File: src/rtl/canon_code_pkg.sv
package canon_code_pkg;

  typedef enum logic [1:0] {
    PH_LOAD  = 2'd0,
    PH_START = 2'd1,
    PH_EMIT  = 2'd2
  } phase_t;

  // strobes from the control to the datapath
  typedef struct packed {
    logic store;  // write one length and bump its count
    logic step;   // compute one starting code
    logic emit;   // assign a code to one symbol
    logic clear;  // wipe counts at frame end
  } strobes_t;

endpackage

File: src/rtl/canon_code_ctrl.sv
module canon_code_ctrl
  import canon_code_pkg::*;
#(
  parameter int NUM_SYMS = 32,
  parameter int MAX_LEN  = 27
) (
  input  logic                          clk,
  input  logic                          rstN,
  input  logic                          inValid,
  output logic                          inReady,
  output strobes_t                      strobe,
  output logic [$clog2(MAX_LEN+1)-1:0]  lenIdx,
  output logic [$clog2(NUM_SYMS)-1:0]   symIdx
);
  localparam int SYM_W = $clog2(NUM_SYMS);
  localparam int LEN_W = $clog2(MAX_LEN + 1);
  localparam logic [SYM_W-1:0] LAST_SYM = SYM_W'(NUM_SYMS - 1);

  phase_t           phase;
  logic [SYM_W-1:0] loadCnt;

  always_ff @(posedge clk) begin
    if (!rstN) begin
      phase   <= PH_LOAD;
      loadCnt <= '0;
      lenIdx  <= '0;
      symIdx  <= '0;
    end else begin
      unique case (phase)
        PH_LOAD: if (inValid) begin
          if (loadCnt == LAST_SYM) begin
            loadCnt <= '0;
            phase   <= PH_START;
            lenIdx  <= LEN_W'(MAX_LEN);
          end else begin
            loadCnt <= loadCnt + 1'b1;
          end
        end
        PH_START: begin
          if (lenIdx == LEN_W'(1)) begin
            phase  <= PH_EMIT;
            symIdx <= '0;
          end else begin
            lenIdx <= lenIdx - 1'b1;
          end
        end
        PH_EMIT: begin
          if (symIdx == LAST_SYM) phase <= PH_LOAD;
          else                    symIdx <= symIdx + 1'b1;
        end
        default: phase <= PH_LOAD;
      endcase
    end
  end

  always_comb begin
    inReady      = (phase == PH_LOAD);
    strobe.store = (phase == PH_LOAD) && inValid;
    strobe.step  = (phase == PH_START);
    strobe.emit  = (phase == PH_EMIT);
    strobe.clear = (phase == PH_EMIT) && (symIdx == LAST_SYM);
  end

endmodule

File: src/rtl/canon_code_dp.sv
module canon_code_dp
  import canon_code_pkg::*;
#(
  parameter int NUM_SYMS = 32,
  parameter int MAX_LEN  = 27
) (
  input  logic                          clk,
  input  logic                          rstN,
  input  strobes_t                      strobe,
  input  logic [$clog2(NUM_SYMS)-1:0]   inSym,
  input  logic [$clog2(MAX_LEN+1)-1:0]  inLen,
  input  logic [$clog2(MAX_LEN+1)-1:0]  lenIdx,
  input  logic [$clog2(NUM_SYMS)-1:0]   symIdx,
  output logic                          outValid,
  output logic [$clog2(NUM_SYMS)-1:0]   outSym,
  output logic [$clog2(MAX_LEN+1)-1:0]  outLen,
  output logic [MAX_LEN-1:0]            outCode
);
  localparam int SYM_W  = $clog2(NUM_SYMS);
  localparam int LEN_W  = $clog2(MAX_LEN + 1);
  localparam int CODE_W = MAX_LEN;
  localparam int CNT_W  = $clog2(NUM_SYMS + 1);

  logic [LEN_W-1:0]  lenMem   [NUM_SYMS];
  logic [CNT_W-1:0]  counts   [1:MAX_LEN];
  logic [CODE_W-1:0] nextCode [1:MAX_LEN];
  logic [CODE_W-1:0] run;
  logic [CODE_W:0]   runSum;
  logic [LEN_W-1:0]  lenCur;

  // reverse the low n bits of c, clear the rest
  function automatic logic [CODE_W-1:0] revLow(input logic [CODE_W-1:0] c,
                                               input logic [LEN_W-1:0]  n);
    logic [CODE_W-1:0] r;
    r = '0;
    for (int i = 0; i < CODE_W; i++) begin
      if (i < int'(n)) r[i] = c[int'(n) - 1 - i];
    end
    return r;
  endfunction

  assign lenCur = lenMem[symIdx];
  assign runSum = {1'b0, run} + (CODE_W+1)'(counts[lenIdx]);

  always_ff @(posedge clk) begin
    if (strobe.store) lenMem[inSym] <= inLen;
  end

  always_ff @(posedge clk) begin
    if (!rstN) begin
      run      <= '0;
      outValid <= 1'b0;
      outSym   <= '0;
      outLen   <= '0;
      outCode  <= '0;
      for (int l = 1; l <= MAX_LEN; l++) begin
        counts[l]   <= '0;
        nextCode[l] <= '0;
      end
    end else begin
      outValid <= 1'b0;
      if (strobe.store && inLen != '0)
        counts[inLen] <= counts[inLen] + 1'b1;
      if (strobe.step) begin
        nextCode[lenIdx] <= run;
        run              <= runSum[CODE_W:1];
      end
      if (strobe.emit) begin
        outSym   <= symIdx;
        outLen   <= lenCur;
        outValid <= (lenCur != '0);
        if (lenCur != '0) begin
          outCode          <= revLow(nextCode[lenCur], lenCur);
          nextCode[lenCur] <= nextCode[lenCur] + 1'b1;
        end
      end
      if (strobe.clear) begin
        run <= '0;
        for (int l = 1; l <= MAX_LEN; l++) counts[l] <= '0;
      end
    end
  end

endmodule

File: src/rtl/canon_code_gen.sv
module canon_code_gen
  import canon_code_pkg::*;
#(
  parameter int NUM_SYMS = 32,
  parameter int MAX_LEN  = 27
) (
  input  logic                          clk,
  input  logic                          rstN,
  input  logic                          inValid,
  input  logic [$clog2(NUM_SYMS)-1:0]   inSym,
  input  logic [$clog2(MAX_LEN+1)-1:0]  inLen,
  output logic                          inReady,
  output logic                          outValid,
  output logic [$clog2(NUM_SYMS)-1:0]   outSym,
  output logic [$clog2(MAX_LEN+1)-1:0]  outLen,
  output logic [MAX_LEN-1:0]            outCode
);
  localparam int SYM_W = $clog2(NUM_SYMS);
  localparam int LEN_W = $clog2(MAX_LEN + 1);

  strobes_t         strobe;
  logic [LEN_W-1:0] lenIdx;
  logic [SYM_W-1:0] symIdx;

  canon_code_ctrl #(.NUM_SYMS(NUM_SYMS), .MAX_LEN(MAX_LEN)) u_ctrl (
    .clk(clk), .rstN(rstN), .inValid(inValid), .inReady(inReady),
    .strobe(strobe), .lenIdx(lenIdx), .symIdx(symIdx)
  );

  canon_code_dp #(.NUM_SYMS(NUM_SYMS), .MAX_LEN(MAX_LEN)) u_dp (
    .clk(clk), .rstN(rstN), .strobe(strobe), .inSym(inSym), .inLen(inLen),
    .lenIdx(lenIdx), .symIdx(symIdx), .outValid(outValid), .outSym(outSym),
    .outLen(outLen), .outCode(outCode)
  );

endmodule

File: config.mk
export PLATFORM = sky130hd
export DESIGN_NAME = canon_code_gen
export DESIGN_NICKNAME = d
export VERILOG_FILES = /design/src/rtl/canon_code_pkg.sv /design/src/rtl/canon_code_ctrl.sv /design/src/rtl/canon_code_dp.sv /design/src/rtl/canon_code_gen.sv
export SDC_FILE = /design/constraint.sdc
export NUM_CORES = 2
export LEC_CHECK = 0
export ABC_AREA = 1
export CORE_MARGIN = 2
export CORE_UTILIZATION = 30
export DETAILED_ROUTE_END_ITERATION = 8
export REMOVE_ABC_BUFFERS = 1
export SETUP_SLACK_MARGIN = 0.3
export SYNTH_ARGS = -nofsm -noshare
export SYNTH_HDL_FRONTEND = slang
export SYNTH_SLANG_ARGS = --single-unit
File: constraint.sdc
create_clock -name clk -period 5.69 [get_ports clk]
set_clock_uncertainty 0.2 [all_clocks]
set_input_delay 1.4225 -clock clk [delete_from_list [all_inputs] [get_ports clk]]
set_output_delay 1.4225 -clock clk [all_outputs]
set_load 0.05 [all_outputs]
* Word level (Yosys, flattened, before mapping)
Memories as Yosys holds them, arrays and structs flattened. A register that Yosys moved wholly into a read port is not among the register bits.
Cells that the tools add are included.
** Storage, ports and cells
- Flip-flop bits (word level) :: 82
- Memory bits (writable) :: 1051
- Input bits :: 13
- Output and inout port bits :: 39
- Memories :: 3
** Cells by class
- Add/subtract/negate cells :: 33
- $lt $le $gt $ge :: 54
- Equality and inequality tests :: 11
- Multiplexer cells :: 177
- Bitwise gates (word level) :: 28
- Reduce and logical (&&, ||, !) cells :: 18
** Memory list
- u_dp.nextCode :: depth 27, bits a word 27, rd ports 1, clocked after Yosys merged registers in 0, wr ports 27, RTL line canon_code_dp.sv:26 : logic [CODE_W-1:0] nextCode [1:MAX_LEN];
- u_dp.counts :: depth 27, bits a word 6, rd ports 2, clocked after Yosys merged registers in 1, wr ports 27, RTL line canon_code_dp.sv:25 : logic [CNT_W-1:0] counts [1:MAX_LEN];
- u_dp.lenMem :: depth 32, bits a word 5, rd ports 1, clocked after Yosys merged registers in 1, wr ports 1, RTL line canon_code_dp.sv:24 : logic [LEN_W-1:0] lenMem [NUM_SYMS];
** Operator list (count)
- < comparator 32 x 7 -> 1 bit, second input constant :: 27
- subtractor 32 x 6 -> 32 bit, second input constant :: 11
- subtractor 32 x 5 -> 32 bit, second input constant :: 8
- two-way mux 6 bit :: 28
- binary-select mux 1 bit (select 5 bit) :: 27
- subtractor 32 x 4 -> 32 bit, second input constant :: 4
- two-way mux 1 bit :: 100
- two-way mux 5 bit :: 13
- subtractor 32 x 3 -> 32 bit, second input constant :: 2
- < comparator 5 bit, first input constant :: 11
- two-way mux 27 bit :: 2
- OR reduction 27 bit :: 2
- < comparator 4 x 5 -> 1 bit, first input constant :: 8
- subtractor 32 x 2 -> 32 bit, second input constant :: 1
- adder 27 x 6 -> 28 bit :: 1
- adder 27 x 1 -> 27 bit, second input constant :: 1
- bitwise OR 1 bit :: 27
- < comparator 3 x 5 -> 1 bit, first input constant :: 4
- one-hot mux 5 bit (2 select lines) :: 2
- adder 5 x 1 -> 5 bit, second input constant :: 2
- equality test 5 bit, second input constant :: 2
- < comparator 1 x 5 -> 1 bit, first input constant :: 2
- < comparator 2 x 5 -> 1 bit, first input constant :: 2
- nonzero test 5 bit :: 2
- 19 further kinds :: 32

* Depth between registers and ports, before layout
- Depth after elaboration :: 8
- Depth in mapped cells :: 34
- Depth with buffers taken out :: 29

* Cells and area by module
Synthesis repeated with hierarchy kept, for this count alone.
** Unflattened totals
- Cells, all modules :: 8441
- Area, all modules :: 71693.8 µm²
** Modules (own cells, without submodules)
- canon_code_dp :: times used 1, cells each 8298, area each 70704.1 µm², seq. area each 37816.3 µm²
- canon_code_ctrl :: times used 1, cells each 143, area each 989.7 µm², seq. area each 340.3 µm²

* Worst setup path after synthesis
Ideal clock, no wire load.
- Path kind :: reg2reg
- From :: register with a tool-made name
- To :: memory u_dp.nextCode[0][0] (netlist bit) (enable)
- Setup time :: 0.445 ns
- Data arrival time :: 5.499 ns
- Data required time :: 5.045 ns
- Slack :: -0.454 ns
- Stages on the path, launching flop included :: 28
- Path buffers :: 9
- Period minus slack after synthesis :: 6.144 ns
- Cell sequence :: dfxtp_1 -> buf_4 -> inv_6 -> buf_4 -> nand2_1 -> nand3_1 -> nand3_1 -> nand2_1 -> nand2_1 -> nand3_1 -> nand2_1 -> buf_6 -> buf_6 -> buf_4 -> buf_2 -> buf_2 -> clkbuf_1 -> buf_1 -> ha_1 -> a21oi_2 -> inv_2 -> nor2_2 -> inv_1 -> o21ai_2 -> inv_1 -> nor2_2 -> inv_1 -> nor3_1
** RTL lines (RTL line)
- to (decl) :: canon_code_dp.sv:26

==> impl_metrics.py <==
metrics = {
    "run_status": {
        "status": "completed",
    },
    "setup_path": {
        "critical_path_class": "reg -> reg",
        "cp_max_fo": 23,
        "endpoint_kind": "flop",
        "cp.arrival_ns": 5.44,
        "slowest_delay_ns": 0.42,
        "cp_num_buf_inv": 8,
        "crit_chain": "buf_4 -> inv_6 -> nand2_1 -> nand3_1 -> nand3_1 -> nand2_1 -> nand2_1 -> nand3_1 -> nand2_4 -> buf_4 -> ha_1 -> a21oi_2 -> inv_2 -> nor2_4 -> inv_1 -> o21ai_2 -> inv_1 -> nor2_2 -> buf_4 -> nand2_1 -> nand2_1 -> buf_12",
        "cp-start-kind": "flop",
        "slowest_stage": "dfxtp_4",
        "worstPathRequired_ns": 5.95,
        "crit_family": "simple AND/OR/NAND/NOR gates",
        "path_common_cell": "nand2_1",
    },
    "layout": {
        "fin_area_mm2": 0.0724,
        "multi_input_area_mm2": 0.0212,
        "mostFrequentLayoutCell": "nand2_1",
        "fin_nets": 6861,
        "area_growth_pct": 15.7,
        "drive_above_1_share": 0.0886,
        "layout_common_cells": "nand2_1 (1692), nor2_1 (1333), edfxtp_1 (1216)",
        "final_util": 0.349,
        "seq_area_mm2": 0.0384,
        "fillers": 20700,
    },
    "timing": {
        "clock.fmax_mhz": 193,
        "finalHoldViolCount": 0,
        "rsz0062_at_grt": "no",
        "fin_crit_sh": 0.910,
        "setup_violations": 0,
        "whs_ns": 0.263,
        "setup_ws_ns": 0.510,
        "final-max-slew-violation-count": 0,
        "slew_headroom": 0.319,
        "worst_pin_slew_ns": 1.01,
        "tns_ns": 0,
        "period_needed_ns": 5.18,
    },
    "logic_synthesis": {
        "synth_top_cell_by_area": "edfxtp_1",
        "synth_edf_count": 1216,
        "synthMuxAreaShare": 0,
        "syn-mean-instance-area_um2": 9.28,
        "synth_area_mm2": 0.0625,
        "synthAdderAreaFrac": 0.00572,
        "netlist_instances": 6740,
        "ys.flop_type": "edfxtp_1",
        "synth_xor_area_frac": 0.00714,
        "synth_simple_gate_area_share": 0.271,
        "async_flop_share": 0,
        "synth_top_family_by_area": "simple AND/OR/NAND/NOR gates",
        "synth_warnings": 0,
        "ys_ff_latch": 1308,
        "synth_top_cell_area_share": 0.584,
        "synth_area_leaders": "edfxtp_1 (58%), nand2_1 (10%), nor2_1 (8.1%)",
        "synth_compound_area_frac": 0.0515,
        "synthDistinctLibCells": 55,
        "synth_seq_area_share": 0.613,
    },
    "clock_network": {
        "clk_pin_slew_ns": 0.06,
        "cts_root_buffer": "clkbuf_16",
        "numClockSinks": 1308,
        "clk_path_buf_depth": 3,
        "tritoncts": "built",
        "h-tree-depth": 4,
        "cts_buffers": 134,
        "cts_hold_buf": 0,
        "clock_latency_ns": 0.79,
    },
    "global_route": {
        "grt_antenna_before_repair": 3,
        "track_usage": 0.197,
        "first_global_vias": 48100,
        "grt_overflow": 0,
        "grt_max_degree": 111,
        "grt_pass1_wl_mm": 314,
    },
    "placed_design": {
        "place_worst_setup_slack_ns": 0.0632,
        "port_buffers": 51,
        "dpl_cell_area_mm2": 0.0677,
        "hpwl_mm": 138,
        "place_congestion": 0.971,
    },
    "power_and_ir_drop": {
        "powerDensity_mw_per_mm2": 280,
        "vdd_ir_drop_max_mv": 0.236,
        "power.leakage_nw": 26.6,
    },
    "routing": {
        "ant_nets": 0,
        "drc": 0,
        "drt_iter0_markers": 6656,
        "wirelength_mm": 217,
        "via_per_inst": 5.25,
        "vias": 51000,
        "drt_pass1_iterations": 6,
        "wl_per_cell_um": 22.3,
    },
    "floorplanning": {
        "die_h_um": 461,
        "die_w_um": 461,
        "core_area_mm2": 0.207,
        "pin_count": 52,
        "die-area_mm2": 0.212,
        "rows": 167,
        "start_util": 0.302,
    },
    "job": {
        "drv_cap": 0,
    },
    "hold_path": {
        "min_path_type": "reg -> reg",
    },
}
cells in the mapped netlist (4+ instances only):
cell type and n:
o221ai_1 35, nand3_1 928, edfxtp_1 1216, xor2_1 42, clkinv_1 11, a21boi_0 8, a22oi_1 101, a211oi_1 5
buf_6 8, xnor2_1 9, nor3b_1 4, clkbuf_1 163, nand4_1 27, nand3b_1 28, a22o_1 11, o22ai_1 6
a2111oi_0 4, dfxtp_1 92, buf_2 207, inv_2 24, nand2_2 6, nor4_1 7, a21oi_1 104, o211ai_1 16
nor2_4 5, a32oi_1 4, o21ai_0 170, nand2_1 1699, buf_1 21, inv_1 267, or2_2 6, nor2_2 15
o21ai_2 5, nor3_1 27, buf_4 32, ha_1 27, o21ai_1 11, nor2_1 1350, a31oi_1 14
tightest hold or removal path: stages, from the launching register on:
cell and delay (ns):
dfxtp_1 0.31, nand2_1 0.06, a21oi_1 0.05
routing by layer:
layer | GRT usage | part of all wire
met1 | 0.262 | 0.40
met3 | 0.0364 | 0.098
met2 | 0.312 | 0.46
met5 | 0 | 0.000051
met4 | 0.0842 | 0.043
registers in the layout, indices dropped and copies added (netlist names), 27 cells and up, named ones only:
signal         flops
u_dp.lenMem      160
u_dp.counts      192
u_dp.outCode      27
u_dp.run          27
u_dp.nextCode    864
repair_timing:
| action | in CTS | in global routing |
|---|---|---|
| gates cloned | 0 | 10 |
| setup buffers | 3 | 13 |
| pin swaps | 1 | 2 |
| resized for setup | 7 | 51 |
| endpoints found under the setup margin | 301 | 1036 |
through the flow:
step	power (mW)	cells
after global placement	11.8	9446
after detailed placement	11.8	9446
after floorplan	11.4	6314
after CTS	20.3	9684
after global routing	20.7	9708
final	20.2	9708
path summary, 6_finish.rpt:
check	depth (start not counted)	startpoint	endpoint	slack (ns)
setup / recovery	22	flop	u_dp.nextCode[9][24]	0.51
hold reg to reg	2	u_dp.outCode[8]	u_dp.outCode[8]	0.26
setup reg to reg	22	flop	u_dp.nextCode[9][24]	0.51
hold / removal	2	u_dp.outCode[8]	u_dp.outCode[8]	0.26
layout make-up:
class	count	share of cell area
antenna	1	0.0000346
clock buffer	169	0.0490
clock inverter	66	0.00790
inverter	304	0.0165
multi-input combinational	4703	0.294
sequential	1308	0.530
tap	2788	0.0482
timing repair buffer	367	0.0544
timing repair inverter	2	0.000242
cell families (layout without fill, tap and decap cells):
kind of cell,count (synthesis),count (layout)
and+or+nand+nor,4109,4110
DFF,1308,1308
xor gates and xnor gates,51,51
other,1,7
adders and majority gates,28,28
AOI/OAI and AO/OA,508,508
buffers and inverters,735,908
where the power goes:
group          total [mW]  internal [mW]  switching [mW]
Clock                8.58           4.78            3.80
Combinational       0.859          0.226           0.633
Sequential           10.8           10.7          0.0875
Total                20.2           15.7            4.52
Power figures use the tool's default switching activity.
